`src/rtl/cpu_ctl_pkg.sv`:
```
package cpu_ctl_pkg;
  localparam int FN_W = 3;

  typedef enum logic [2:0] {
    ST_IDLE  = 3'd0,
    ST_FETCH = 3'd1,
    ST_LOAD  = 3'd2,
    ST_EXEC  = 3'd3,
    ST_HALT  = 3'd4
  } ctl_state_t;

  localparam logic [FN_W-1:0] FN_LDREG = 3'b000;
  localparam logic [FN_W-1:0] FN_STORE = 3'b001;
  localparam logic [FN_W-1:0] FN_ALU   = 3'b010;
  localparam logic [FN_W-1:0] FN_READ  = 3'b011;
  localparam logic [FN_W-1:0] FN_EXIT  = 3'b111;
endpackage

```
`src/rtl/cpu_ctl_seq.sv`:
```
module cpu_ctl_seq
  import cpu_ctl_pkg::*;
(
  input  logic            clk,
  input  logic            rst,
  input  logic            run_en,
  input  logic [FN_W-1:0] func,
  output ctl_state_t      state
);
  ctl_state_t state_d;

  always_comb begin
    state_d = state;
    case (state)
      ST_IDLE:  state_d = run_en ? ST_FETCH : ST_IDLE;
      ST_FETCH: state_d = run_en ? ST_LOAD  : ST_IDLE;
      ST_LOAD:  state_d = run_en ? ST_EXEC  : ST_IDLE;
      ST_EXEC: begin
        if (!run_en)              state_d = ST_IDLE;
        else if (func == FN_EXIT) state_d = ST_HALT;
        else                      state_d = ST_FETCH;
      end
      ST_HALT:  state_d = ST_HALT;
      default:  state_d = ST_IDLE;
    endcase
  end

  always_ff @(posedge clk) begin
    if (rst) state <= ST_IDLE;
    else     state <= state_d;
  end

  // halt is terminal until reset
  a_r9_halt_sticky: assert property (@(posedge clk) disable iff (rst)
    (state == ST_HALT) |=> (state == ST_HALT));
  // a fetch under run is followed by the instruction-register load cycle
  a_r4_fetch_then_load: assert property (@(posedge clk) disable iff (rst)
    (state == ST_FETCH && run_en) |=> (state == ST_LOAD));
  // dropping run outside halt returns to idle
  a_r11_drop_to_idle: assert property (@(posedge clk) disable iff (rst)
    (!run_en && state != ST_HALT) |=> (state == ST_IDLE));
endmodule

```
`src/rtl/cpu_ctl_dec.sv`:
```
module cpu_ctl_dec
  import cpu_ctl_pkg::*;
#(
  parameter int OP_W = 3
) (
  input  logic            clk,
  input  logic            rst,
  input  ctl_state_t      state,
  input  logic            run_en,
  input  logic [FN_W-1:0] func,
  input  logic [OP_W-1:0] alu_op_in,
  input  logic            alu_mode_in,
  input  logic            reg_sel,
  output logic            ld_ir,
  output logic            ld_pc,
  output logic            ld_a,
  output logic            ld_b,
  output logic            ld_c,
  output logic            dm_we,
  output logic            dm_re,
  output logic            addr_sel,
  output logic [OP_W-1:0] alu_op,
  output logic            alu_mode
);
  always_comb begin
    ld_ir    = 1'b0;
    ld_pc    = 1'b0;
    ld_a     = 1'b0;
    ld_b     = 1'b0;
    ld_c     = 1'b0;
    dm_we    = 1'b0;
    dm_re    = 1'b0;
    alu_op   = '0;
    alu_mode = 1'b0;
    addr_sel = run_en;
    if (run_en) begin
      if (state == ST_LOAD) ld_ir = 1'b1;
      if (state == ST_EXEC) begin
        ld_pc = (func != FN_EXIT);
        case (func)
          FN_LDREG: begin
            ld_a = !reg_sel;
            ld_b = reg_sel;
          end
          FN_ALU: begin
            ld_c     = 1'b1;
            alu_op   = alu_op_in;
            alu_mode = alu_mode_in;
          end
          FN_STORE: dm_we = 1'b1;
          FN_READ:  dm_re = 1'b1;
          default: ;
        endcase
      end
    end
  end

  // no loads or memory access without run
  a_r2_quiet_when_stopped: assert property (@(posedge clk) disable iff (rst)
    !run_en |-> !(ld_ir || ld_pc || ld_a || ld_b || ld_c || dm_we || dm_re));
  // the program-counter pulse never lasts two cycles
  a_r5_pc_single_pulse: assert property (@(posedge clk) disable iff (rst)
    ld_pc |=> !ld_pc);
  // A and B are never loaded together
  a_r6_ab_exclusive: assert property (@(posedge clk) disable iff (rst)
    !(ld_a && ld_b));
  // the ALU controls are quiet outside a C load
  a_r7_alu_quiet: assert property (@(posedge clk) disable iff (rst)
    !ld_c |-> (alu_op == '0 && !alu_mode));
  // a data-memory read and write never coincide
  a_r8_mem_exclusive: assert property (@(posedge clk) disable iff (rst)
    !(dm_we && dm_re));
  // the instruction register load is always followed by an execute cycle or an abort
  a_r4_load_one_cycle: assert property (@(posedge clk) disable iff (rst)
    ld_ir |=> !ld_ir);
endmodule

```
`src/rtl/cpu_ctl.sv`:
```
module cpu_ctl
  import cpu_ctl_pkg::*;
#(
  parameter int OP_W = 3
) (
  input  logic            clk,
  input  logic            rst,
  input  logic            run_en,
  input  logic [2:0]      func,
  input  logic [OP_W-1:0] alu_op_in,
  input  logic            alu_mode_in,
  input  logic            reg_sel,
  output logic            ld_ir,
  output logic            ld_pc,
  output logic            ld_a,
  output logic            ld_b,
  output logic            ld_c,
  output logic            dm_we,
  output logic            dm_re,
  output logic            addr_sel,
  output logic [OP_W-1:0] alu_op,
  output logic            alu_mode
);
  ctl_state_t state;

  cpu_ctl_seq u_seq (
    .clk    (clk),
    .rst    (rst),
    .run_en (run_en),
    .func   (func),
    .state  (state)
  );

  cpu_ctl_dec #(.OP_W(OP_W)) u_dec (
    .clk         (clk),
    .rst         (rst),
    .state       (state),
    .run_en      (run_en),
    .func        (func),
    .alu_op_in   (alu_op_in),
    .alu_mode_in (alu_mode_in),
    .reg_sel     (reg_sel),
    .ld_ir       (ld_ir),
    .ld_pc       (ld_pc),
    .ld_a        (ld_a),
    .ld_b        (ld_b),
    .ld_c        (ld_c),
    .dm_we       (dm_we),
    .dm_re       (dm_re),
    .addr_sel    (addr_sel),
    .alu_op      (alu_op),
    .alu_mode    (alu_mode)
  );
endmodule

```
`config.mk`:
```
export PLATFORM = sky130hd
export DESIGN_NAME = cpu_ctl
export DESIGN_NICKNAME = d
export VERILOG_FILES = /design/src/rtl/cpu_ctl_pkg.sv /design/src/rtl/cpu_ctl_seq.sv /design/src/rtl/cpu_ctl_dec.sv /design/src/rtl/cpu_ctl.sv
export SDC_FILE = /design/constraint.sdc
export NUM_CORES = 1
export LEC_CHECK = 0
export ABC_AREA = 1
export BUFFER_PORTS_ARGS = -buffer_cell sky130_fd_sc_hd__buf_2
export CAP_MARGIN = 20
export CORE_AREA = 4 4 41 43
export DETAILED_ROUTE_END_ITERATION = 10
export DIE_AREA = 0 0 45 47
export MAX_ROUTING_LAYER = met4
export PLACE_DENSITY = 0.51
export SETUP_SLACK_MARGIN = 0.05
export SYNTH_ARGS = -nofsm -noshare
export SYNTH_HDL_FRONTEND = slang
export SYNTH_HIERARCHICAL = 1
export SYNTH_SLANG_ARGS = --single-unit
```
`constraint.sdc`:
```
create_clock -name clk -period 2.7 [get_ports clk]
set_clock_uncertainty 0.1 [all_clocks]
set_input_delay 0.27 -clock clk [delete_from_list [all_inputs] [get_ports clk]]
set_output_delay 0.27 -clock clk [all_outputs]
set_load 0.005 [all_outputs]
```
======== Word level (Yosys, flattened, before mapping) ========
Index checks and enable logic that the tools add are counted.
word-level totals
  bits in registers ....................... 3
  input port bits ......................... 11
  output and inout bits ................... 12
  word-level logic and storage cells ...... 44
operators by class
  equality and inequality tests ........... 9
  mux-type cells .......................... 31
  reduce and logical (&&, ||, !) cells .... 3
operators by type and width
  kind                number
  $mux 1              23
  $mux 3              5
  $pmux 3 s5          1
  $eq 3x2->1 const B  4
  $eq 3x1->1 const B  2
  $eq 3x3->1 const B  2
  $logic_not 3->1     2
  $mux 2              2
  $ne 3x3->1 const B  1
  $logic_not 1->1     1

======== Longest topological paths before layout ========
Gate-level depths: netlist (run 1).
  depth in word-level cells ............... 4
  gate-level depth with buffers ........... 5
  mapped depth without buffers ............ 5

======== Cells and area by module ========
Netlist (run 1), hierarchy kept.
modules (own cells, without submodules)
  module       instances  cells each  area each (um2)  sequential area each (um2)
  cpu_ctl_dec  1          32          178.9            0.0
  cpu_ctl_seq  1          18          136.4            60.1

======== Least setup slack after synthesis (run 1) ========
No wires, ideal clock.
  path kind ............................... reg2out
  start point ............................. reg u_seq.state[0]
  end point ............................... out dm_re
  data arrival time ....................... 0.733 ns
  required time ........................... 2.330 ns
  path slack .............................. 1.597 ns
  stages on the path, launching flop included .. 3
  path buffers ............................ 0
  cell sequence ........................... dfxtp_1 > nand3_4 > nor3_1
on the way
  word-level cells in the longest chain between the ends .. 3
ends and longest elaborated chain
  item                    line               text
  start, declared         cpu_ctl_seq.sv:8   output ctl_state_t state
  start signal, assigned  cpu_ctl_seq.sv:30  else state <= state_d;
  $eq 3x2->1              cpu_ctl_dec.sv:38  if (state == ST_EXEC) begin
  $mux 1                  cpu_ctl_dec.sv:38
  $mux 1                  cpu_ctl_dec.sv:36  if (run_en) begin
  end, declared           cpu_ctl.sv:19      output logic dm_re,
No other way between the ends.

======== Final worst setup path (run 1) ========
  start point ............................. reg u_seq.state[0]
  end point ............................... out alu_op[0]
on the way
  word-level cells in the longest chain between the ends .. 3
ends and longest elaborated chain
  item           line               text
  $eq 3x2->1     cpu_ctl_dec.sv:38
  $mux 3         cpu_ctl_dec.sv:38
  $mux 3         cpu_ctl_dec.sv:36
  end, declared  cpu_ctl.sv:21      output logic [OP_W-1:0] alu_op,
No other way between the ends.

==> results.py, run 1 <==
metrics = {
    "floorplan": {
        "start_util": 0.242,
        "design.portCount": 23,
        "dieArea_um2": 2120,
        "die_y_um": 47,
        "rows": 13,
        "die_w_um": 45,
        "coreArea_um2": 1300,
    },
    "critical_path": {
        "reg2reg_depth": 4,
        "cp_slowest_cell": "dfxtp_1",
        "start_kind": "flop",
        "path_class": "flop to primary output",
        "cp_max_fo": 7,
        "path_cells": "nand3_4 > nor3_2 > buf_2",
        "crit_family": "flip-flops",
        "arrival_ns": 1.14,
        "critPathMaxStageDelay_ns": 0.44,
        "cp.depth": 3,
        "critPathBufInv": 1,
        "critPathRequiredTime_ns": 2.33,
        "endpoint_kind": "primary output",
    },
    "placement": {
        "place.gp.congestion": 0.723,
        "post_dp_cell_area_um2": 437,
        "portBuffers": 22,
        "dp.final_hpwl_um": 699,
    },
    "clock_tree": {
        "cts_tree": "yes",
        "cts_resized": 0,
        "insertion_delay_ns": 0.24,
        "clkTransAtPathRegs_ns": 0.04,
        "cts_buffers": 3,
        "cts.path.max_buffers": 2,
        "postCtsHoldBufs": 0,
        "cts_sinks": 3,
        "cts_setup_buffers": 0,
        "htreeDepth": 1,
        "root_buffer": "clkbuf_4",
    },
    "route": {
        "drtIter0Drc": 2,
        "wl_per_cell_um": 9.53,
        "wl_um": 858,
        "vias": 397,
        "vias_per_cell": 4.41,
        "ant_nets": 0,
        "first_pass_iters": 2,
        "drcViolationCount": 0,
    },
    "sta": {
        "relSlewSlack": 0.837,
        "fmax_ghz": 0.662,
        "drv_slew": 0,
        "finalCritPeriodShare": 0.560,
        "hold_viol": 0,
        "tns_ns": 0,
        "worstMarginPinSlew_ns": 0.243,
        "setup_viol": 0,
        "whs_ns": 0.0941,
        "rsz0062_at_grt": "false",
        "period_minus_slack_ns": 1.51,
    },
    "global_routing": {
        "grt_pass1_wl_mm": 1.40,
        "grt_pass1_vias": 350,
        "grt_start_max_net_pins": 8,
        "grt-ovfl-total": 0,
        "grt_use_total": 0.0943,
        "antenna_found_initial": 0,
    },
    "synthesis": {
        "ys_top_cells_by_count": "10 x inv_1, 10 x nand2_1, 8 x nor2_1",
        "synth_edf_count": 0,
        "seq_area_frac_synth": 0.190,
        "yosys_register_bits": 3,
        "synthCells": 50,
        "synth_top_area_cell": "dfxtp_1",
        "syn_area_per_cell_um2": 6.31,
        "synth.yosys.warnings": 6,
        "synth_fp_nets": 61,
        "yosys-top-cells-area": "dfxtp_1 19%, nor3_2 13%, inv_1 12%",
        "synth_cell_types": 17,
        "async_flop_share": 0,
        "synthFlopType": "dfxtp_1",
        "synth_area_um2": 315,
        "synth_top_area_frac": 0.190,
    },
    "final_layout": {
        "top_register": "u_seq/state",
        "largest_reg_flops": 3,
        "largestRegisters": "u_seq/state: 3 flops",
        "area_delta_synth_final_pct": 46.8,
        "nNetsFinal": 87,
        "drive_above_1_share": 0.453,
        "design_area_um2": 463,
        "diodes": 0,
    },
    "outcome": {
        "status": "finished, final reports clean",
    },
    "power_and_ir_drop": {
        "ir_worst_vdd_mv": 0.252,
        "powerDensity_nw_per_um2": 338,
        "p_leak_nw": 0.237,
    },
    "run": {
        "max_cap_viol_count": 0,
    },
    "hold_path": {
        "hold_path_depth": 2,
        "hold_path_class": "input pin to flop",
    },
}
==> path summary, 6_finish.rpt <==
kind | startpoint | to | slack (ns)
min reg2reg | u_seq/state[2] | u_seq/state[2] | 0.42
max | u_seq/state[0] | alu_op[0] | 1.19
min | rst | u_seq/state[2] | 0.09
max reg2reg | u_seq/state[0] | u_seq/state[2] | 1.72
==> per-layer routing <==
| metal | track usage | vias to the layer above | routed length, um |
|---|---|---|---|
| met2 | 0.136 | 14 | 387 |
| met5 | - | - | 0 |
| met3 | 0.0307 | 3 | 69 |
| li1 | - | 208 | - |
| met4 | 0.0526 | 0 | 14 |
| met1 | 0.115 | 172 | 388 |
==> cells by family (layout without fill, tap and decap cells) <==
kind of cell,after synthesis,count (layout),synth area share
buffers and inverters,11,36,0.143
AO/OA/AOI/OAI,3,3,0.0595
AND/OR/NAND/NOR,33,33,0.607
flip-flops,3,3,0.190
==> placed cells by master, fill, tap and decap left out <==
master    count
nor2_2        1
dfxtp_1       3
a21oi_2       1
inv_1        10
nand3_1       1
nand3b_1      2
clkbuf_4      3
a21oi_1       1
nor3b_2       1
buf_2        22
nor3_2        4
nand2_1      10
nor3_1        3
nand3_4       1
nand4_1       1
o21ai_0       1
nor2_1        8
nand2_2       1
clkbuf_1      1
==> final cells by class <==
type	count	area, um2
clock buffers	4	26.3
fillers	156	838
inverters	10	37.5
multi-input cells	36	210
flip-flops and latches	3	60.1
well taps	15	18.8
repair buffers	22	110
==> stage by stage <==
step / utilization / setup WS [ns] / total power [W] / cells
detailed placement: 0.336 / 1.41 / 0.0000753 / 86
global route: 0.356 / 1.05 / 0.000167 / 90
CTS: 0.356 / 1.17 / 0.000159 / 90
floorplan: - / 1.60 / 0.0000628 / 50
finish: 0.356 / 1.19 / 0.000156 / 90
global placement: 0.336 / 1.44 / 0.0000752 / 86
==> report_power, final <==
group          switching (W)  leakage (nW)  internal, W
sequential        0.00000272        0.0245    0.0000460
combinational      0.0000148         0.198    0.0000109
clock              0.0000264        0.0150    0.0000556
Power figures use the tool's default switching activity.
==> run 2: changes to the inputs <==
Clock period 2.7 ns to 1.5 ns, I/O delays scaled along.
==> run 2 against run 1 <==
  * Utilization increased by 0.96 points
  * Register-to-register slack worse by 1.1 ns
  * Sequential share of layout area increased by 0.18 points
  * Setup slack got worse by 1.0 ns
  * Combinational power grew 88%
  * Design area increased by 2.7%
  * Critical path type unchanged
  * Critical endpoint is now dm_re
  * Largest power group unchanged
==> results.py, run 2 (same netlist as run 1, synthesis figures left out) <==
metrics = {
    "global_routing": {
        "grt_pass1_vias": 337,
        "grt_start_max_net_pins": 8,
        "grt_pass1_wl_mm": 1.38,
        "antenna_found_initial": 0,
        "grt-ovfl-total": 0,
        "grt_use_total": 0.0985,
    },
    "final_layout": {
        "top_register": "u_seq/state",
        "area_delta_synth_final_pct": 50.8,
        "largest_reg_flops": 3,
        "layout.cells.most_common": "buf_2",
        "nNetsFinal": 88,
        "layout_common_cells": "22 x buf_2, 10 x inv_1, 10 x nand2_1",
        "largestRegisters": "u_seq/state: 3 flops",
        "n_fill_cell": 166,
        "utilization": 0.365,
        "diodes": 0,
        "drive_above_1_share": 0.474,
    },
    "route": {
        "first_pass_iters": 4,
        "ant_nets": 0,
        "wl_per_cell_um": 9.65,
        "drcViolationCount": 0,
        "drtIter0Drc": 5,
        "wl_um": 878,
        "vias_per_cell": 4.29,
        "vias": 390,
    },
    "hold_path": {
        "hold_path_class": "input pin to flop",
    },
    "floorplan": {
        "start_util": 0.242,
        "dieArea_um2": 2120,
        "rows": 13,
        "design.portCount": 23,
        "die_w_um": 45,
        "coreArea_um2": 1300,
        "die_y_um": 47,
    },
    "critical_path": {
        "cp_max_fo": 7,
        "rrSetupSlack_ns": 0.60,
        "endpoint_kind": "primary output",
        "path_class": "flop to primary output",
        "critPathRequiredTime_ns": 1.25,
        "arrival_ns": 1.09,
        "start_kind": "flop",
    },
    "sta": {
        "tns_ns": 0,
        "period_minus_slack_ns": 1.34,
        "fmax_ghz": 0.749,
        "drv_slew": 0,
        "relSlewSlack": 0.894,
        "setup_slack_ns": 0.165,
        "setup_viol": 0,
        "worstMarginPinSlew_ns": 0.158,
        "finalCritPeriodShare": 0.890,
        "hold_viol": 0,
        "rsz0062_at_grt": "false",
    },
    "clock_tree": {
        "root_buffer": "clkbuf_4",
        "cts_sinks": 3,
        "clkTransAtPathRegs_ns": 0.04,
        "insertion_delay_ns": 0.23,
        "cts_setup_buffers": 0,
        "cts_buffers": 3,
        "cts_tree": "yes",
        "htreeDepth": 1,
        "cts.path.max_buffers": 2,
    },
    "power_and_ir_drop": {
        "ir_worst_vdd_mv": 0.354,
        "powerDensity_nw_per_um2": 589,
        "p_leak_nw": 0.242,
    },
    "placement": {
        "place.gp.congestion": 0.723,
        "pre_cts_ws_ns": 0.358,
        "portBuffers": 22,
        "dp.final_hpwl_um": 705,
    },
    "outcome": {
        "status": "finished, final reports clean",
    },
    "run": {
        "max_cap_viol_count": 0,
    },
}
run 2: cell count changes in the layout (fill, tap and decap cells not counted), sizes merged:
cell / delta
dlygate4sd3: +1
run 2: final timing paths:
path,end,start,cells after the start
max,dm_re,u_seq/state[2],4
min,u_seq/state[0],run_en,3
max reg2reg,u_seq/state[2],u_seq/state[0],4
min reg2reg,u_seq/state[0],u_seq/state[0],1
run 2: repair_timing:
item / 4_1_cts / 5_1_grt
endpoints found under the setup margin: 0 / 8
hold buffers: 1 / 0
endpoints found under the hold margin: 1 / 0
resized for setup: 0 / 2
run 2: metal layers:
metal,global-route usage,part of all wire,up-vias
met5,-,0,-
met4,0.0877,0.014,0
met3,0.0345,0.047,2
met2,0.144,0.48,17
met1,0.104,0.46,161
li1,-,-,210
run 2: power breakdown:
group          leakage [nW]  total (W)  internal, W  switching, W
Combinational         0.202  0.0000484    0.0000214     0.0000270
Sequential           0.0252  0.0000883    0.0000834    0.00000490
Clock                0.0150   0.000143    0.0000998     0.0000437
run 2: final cells by class:
type                            count  area (um2)  share of cell area
Sequential cell                     3        62.6               0.132
Inverter                           10        37.5              0.0789
Multi-Input combinational cell     36         210               0.442
Clock buffer                        4        26.3              0.0553
Tap cell                           15        18.8              0.0395
Timing Repair Buffer               23         120               0.253
run 2: critical path: stages (launching register included):
cell and delay, ns:
dfxtp_1 0.32, inv_1 0.11, nand3_4 0.13, nor3_1 0.15, buf_2 0.14
run 2: stage by stage:
stage / cell area (um2) / hold WS [ns] / std cells / total power (W)
2_1_floorplan: 315 / 0.112 / 50 / 0.000113
4_1_cts: 473 / 0.176 / 91 / 0.000287
3_5_place_dp: 437 / 0.222 / 86 / 0.000135
3_3_place_gp: 437 / 0.223 / 86 / 0.000135
5_1_grt: 475 / 0.184 / 91 / 0.000310
6_report: 475 / 0.180 / 91 / 0.000280
==> run 3: changes to the inputs <==
Settings changed: ABC_AREA 1 to 0, PLACE_DENSITY 0.51 to 0.53, SKIP_LAST_GASP set to 1.
==> run 3 against run 2 <==
  * Clock power shrank 3%
  * Via count decreased by 10%
  * Fmax is 5.2% lower
  * Sequential power is 0.7% lower
  * Non-clock buffer count increased by 2
  * Synthesized cell count shrank 32%
  * Utilization up 4.5 points
  * Hold slack got worse by 0.080 ns
  * Largest cell class unchanged
==> results.py, run 3 <==
metrics = {
    "clock_tree": {
        "postCtsHoldBufs": 0,
        "htreeDepth": 1,
        "cts_buffers": 3,
        "clkTransAtPathRegs_ns": 0.03,
        "insertion_delay_ns": 0.23,
        "root_buffer": "clkbuf_4",
        "cts.path.max_buffers": 2,
        "cts_tree": "yes",
        "cts_sinks": 3,
    },
    "final_layout": {
        "largestRegisters": "u_seq/state: 3 flops",
        "layout_common_cells": "22 x buf_2, 4 x nor2_1, 4 x inv_1",
        "drive_above_1_share": 0.677,
        "top_register": "u_seq/state",
        "area_delta_synth_final_pct": 57.6,
        "largest_reg_flops": 3,
        "utilization": 0.411,
        "nNetsFinal": 74,
        "layout.cells.most_common": "buf_2",
        "diodes": 0,
    },
    "floorplan": {
        "dieArea_um2": 2120,
        "coreArea_um2": 1300,
        "die_w_um": 45,
        "start_util": 0.261,
        "die_y_um": 47,
        "rows": 13,
        "design.portCount": 23,
    },
    "sta": {
        "fmax_ghz": 0.710,
        "setup_viol": 0,
        "tns_ns": 0,
        "relSlewSlack": 0.879,
        "rsz0062_at_grt": "true",
        "drv_slew": 0,
        "hold_viol": 0,
        "period_minus_slack_ns": 1.41,
        "setup_slack_ns": 0.0915,
        "finalCritPeriodShare": 0.939,
        "worstMarginPinSlew_ns": 0.182,
    },
    "synthesis": {
        "synthCells": 34,
        "yosys-top-cells-area": "dfxtp_1 18%, nor4b_2 8.9%, nand4bb_4 8.1%",
        "seq_area_frac_synth": 0.177,
        "syn_area_per_cell_um2": 9.97,
        "synthFlopType": "dfxtp_1",
        "synth_top_area_frac": 0.177,
        "async_flop_share": 0,
        "synth.yosys.warnings": 6,
        "synth_area_um2": 339,
        "synth_top_area_cell": "dfxtp_1",
        "synth_cell_types": 23,
        "ys_top_cells_by_count": "4 x inv_1, 4 x nor2_1, 3 x dfxtp_1, 3 x nor3_1, 2 x nor4b_2",
        "yosys_register_bits": 3,
        "synth_fp_nets": 45,
        "synth_edf_count": 0,
    },
    "critical_path": {
        "cp_slowest_cell": "dfxtp_2",
        "critPathMaxStageDelay_ns": 0.33,
        "start_kind": "flop",
        "endpoint_kind": "primary output",
        "path_class": "flop to primary output",
        "arrival_ns": 1.16,
        "path_cells": "and4bb_1 > nor4b_2 > buf_2",
        "cp_max_fo": 6,
        "critPathRequiredTime_ns": 1.25,
    },
    "route": {
        "vias_per_cell": 4.56,
        "wl_per_cell_um": 11.0,
        "drtIter0Drc": 3,
        "wl_um": 844,
        "first_pass_iters": 2,
        "ant_nets": 0,
        "vias": 351,
        "drcViolationCount": 0,
    },
    "global_routing": {
        "grt_start_max_net_pins": 9,
        "grt_pass1_wl_mm": 1.29,
        "grt_use_total": 0.0888,
        "antenna_found_initial": 0,
        "grt-ovfl-total": 0,
        "grt_pass1_vias": 307,
    },
    "outcome": {
        "status": "finished, final reports clean",
    },
    "power_and_ir_drop": {
        "powerDensity_nw_per_um2": 532,
        "ir_worst_vdd_mv": 0.358,
        "p_leak_nw": 0.261,
    },
    "placement": {
        "portBuffers": 22,
        "pre_cts_ws_ns": 0.155,
        "place.gp.congestion": 0.632,
        "dp.final_hpwl_um": 657,
    },
    "run": {
        "max_cap_viol_count": 0,
    },
    "hold_path": {
        "hold_path_class": "input pin to flop",
    },
}
==> run 3: cell count changes after synthesis, sizes merged, moves of 2 or more <==
cell	change
a21oi	-2
inv	-6
nand2	-10
nand3	-2
nand4bb	+2
nor2	-5
nor3	-3
nor4b	+2
==> run 3: cells by family (layout without fill, tap and decap cells) <==
| family | count (synthesis) | count (layout) | share of synthesized area |
|---|---|---|---|
| AOI/OAI and AO/OA | 2 | 2 | 0.0406 |
| buffers and inverters | 5 | 33 | 0.0664 |
| and+or+nand+nor | 23 | 23 | 0.690 |
| DFF | 3 | 3 | 0.177 |
| xor gates and xnor gates | 1 | 1 | 0.0258 |
==> run 3: final timing paths <==
check	start	to	slack [ns]	cells past startpoint
setup / recovery	u_seq/state[2]	ld_a	0.09	3
hold / removal	rst	u_seq/state[2]	0.1	3
setup reg to reg	u_seq/state[1]	u_seq/state[2]	0.24	3
hold reg to reg	u_seq/state[2]	u_seq/state[2]	0.47	2
==> run 3: report_power, final <==
group	switching, W	leakage, nW	internal (W)
Clock	0.0000398	0.0150	0.0000995
Combinational	0.0000276	0.220	0.0000297
Sequential	0.00000617	0.0264	0.0000815
==> run 3: cell type report <==
cell class | count | area (um2)
Clock buffer | 4 | 26.3
Fill cell | 141 | 767
Inverter | 4 | 15.0
Multi-Input combinational cell | 26 | 273
Sequential cell | 3 | 68.8
Tap cell | 15 | 18.8
Timing Repair Buffer | 25 | 133
==> run 3: critical path: cells and delay by family, from the launching register on <==
kind,cells,cell delay (ns)
simple gates,2,0.45
flops,1,0.33
buf+inv,1,0.15
==> run 3: metal layers <==
| metal | GRT usage | routed length [um] |
|---|---|---|
| met1 | 0.104 | 369 |
| met2 | 0.121 | 379 |
| met3 | 0.0421 | 95 |
| met4 | 0.0526 | 0 |
| met5 | - | 0 |
==> run 3: timing repair <==
item | CTS | global route
endpoints found under the setup margin | 8 | 5
resized for setup | 6 | 2
pin swaps | 1 | 1
setup buffers | 1 | 2
==> run 3: through the flow <==
step / hold WS (ns) / total power (W) / cells / instance area, um2
6_report: 0.0993 / 0.000284 / 77 / 534
3_3_place_gp: 0.351 / 0.000141 / 70 / 460
5_1_grt: 0.117 / 0.000306 / 77 / 534
3_5_place_dp: 0.349 / 0.000141 / 70 / 460
4_1_cts: 0.0975 / 0.000287 / 75 / 509
2_1_floorplan: 0.222 / 0.000115 / 34 / 339
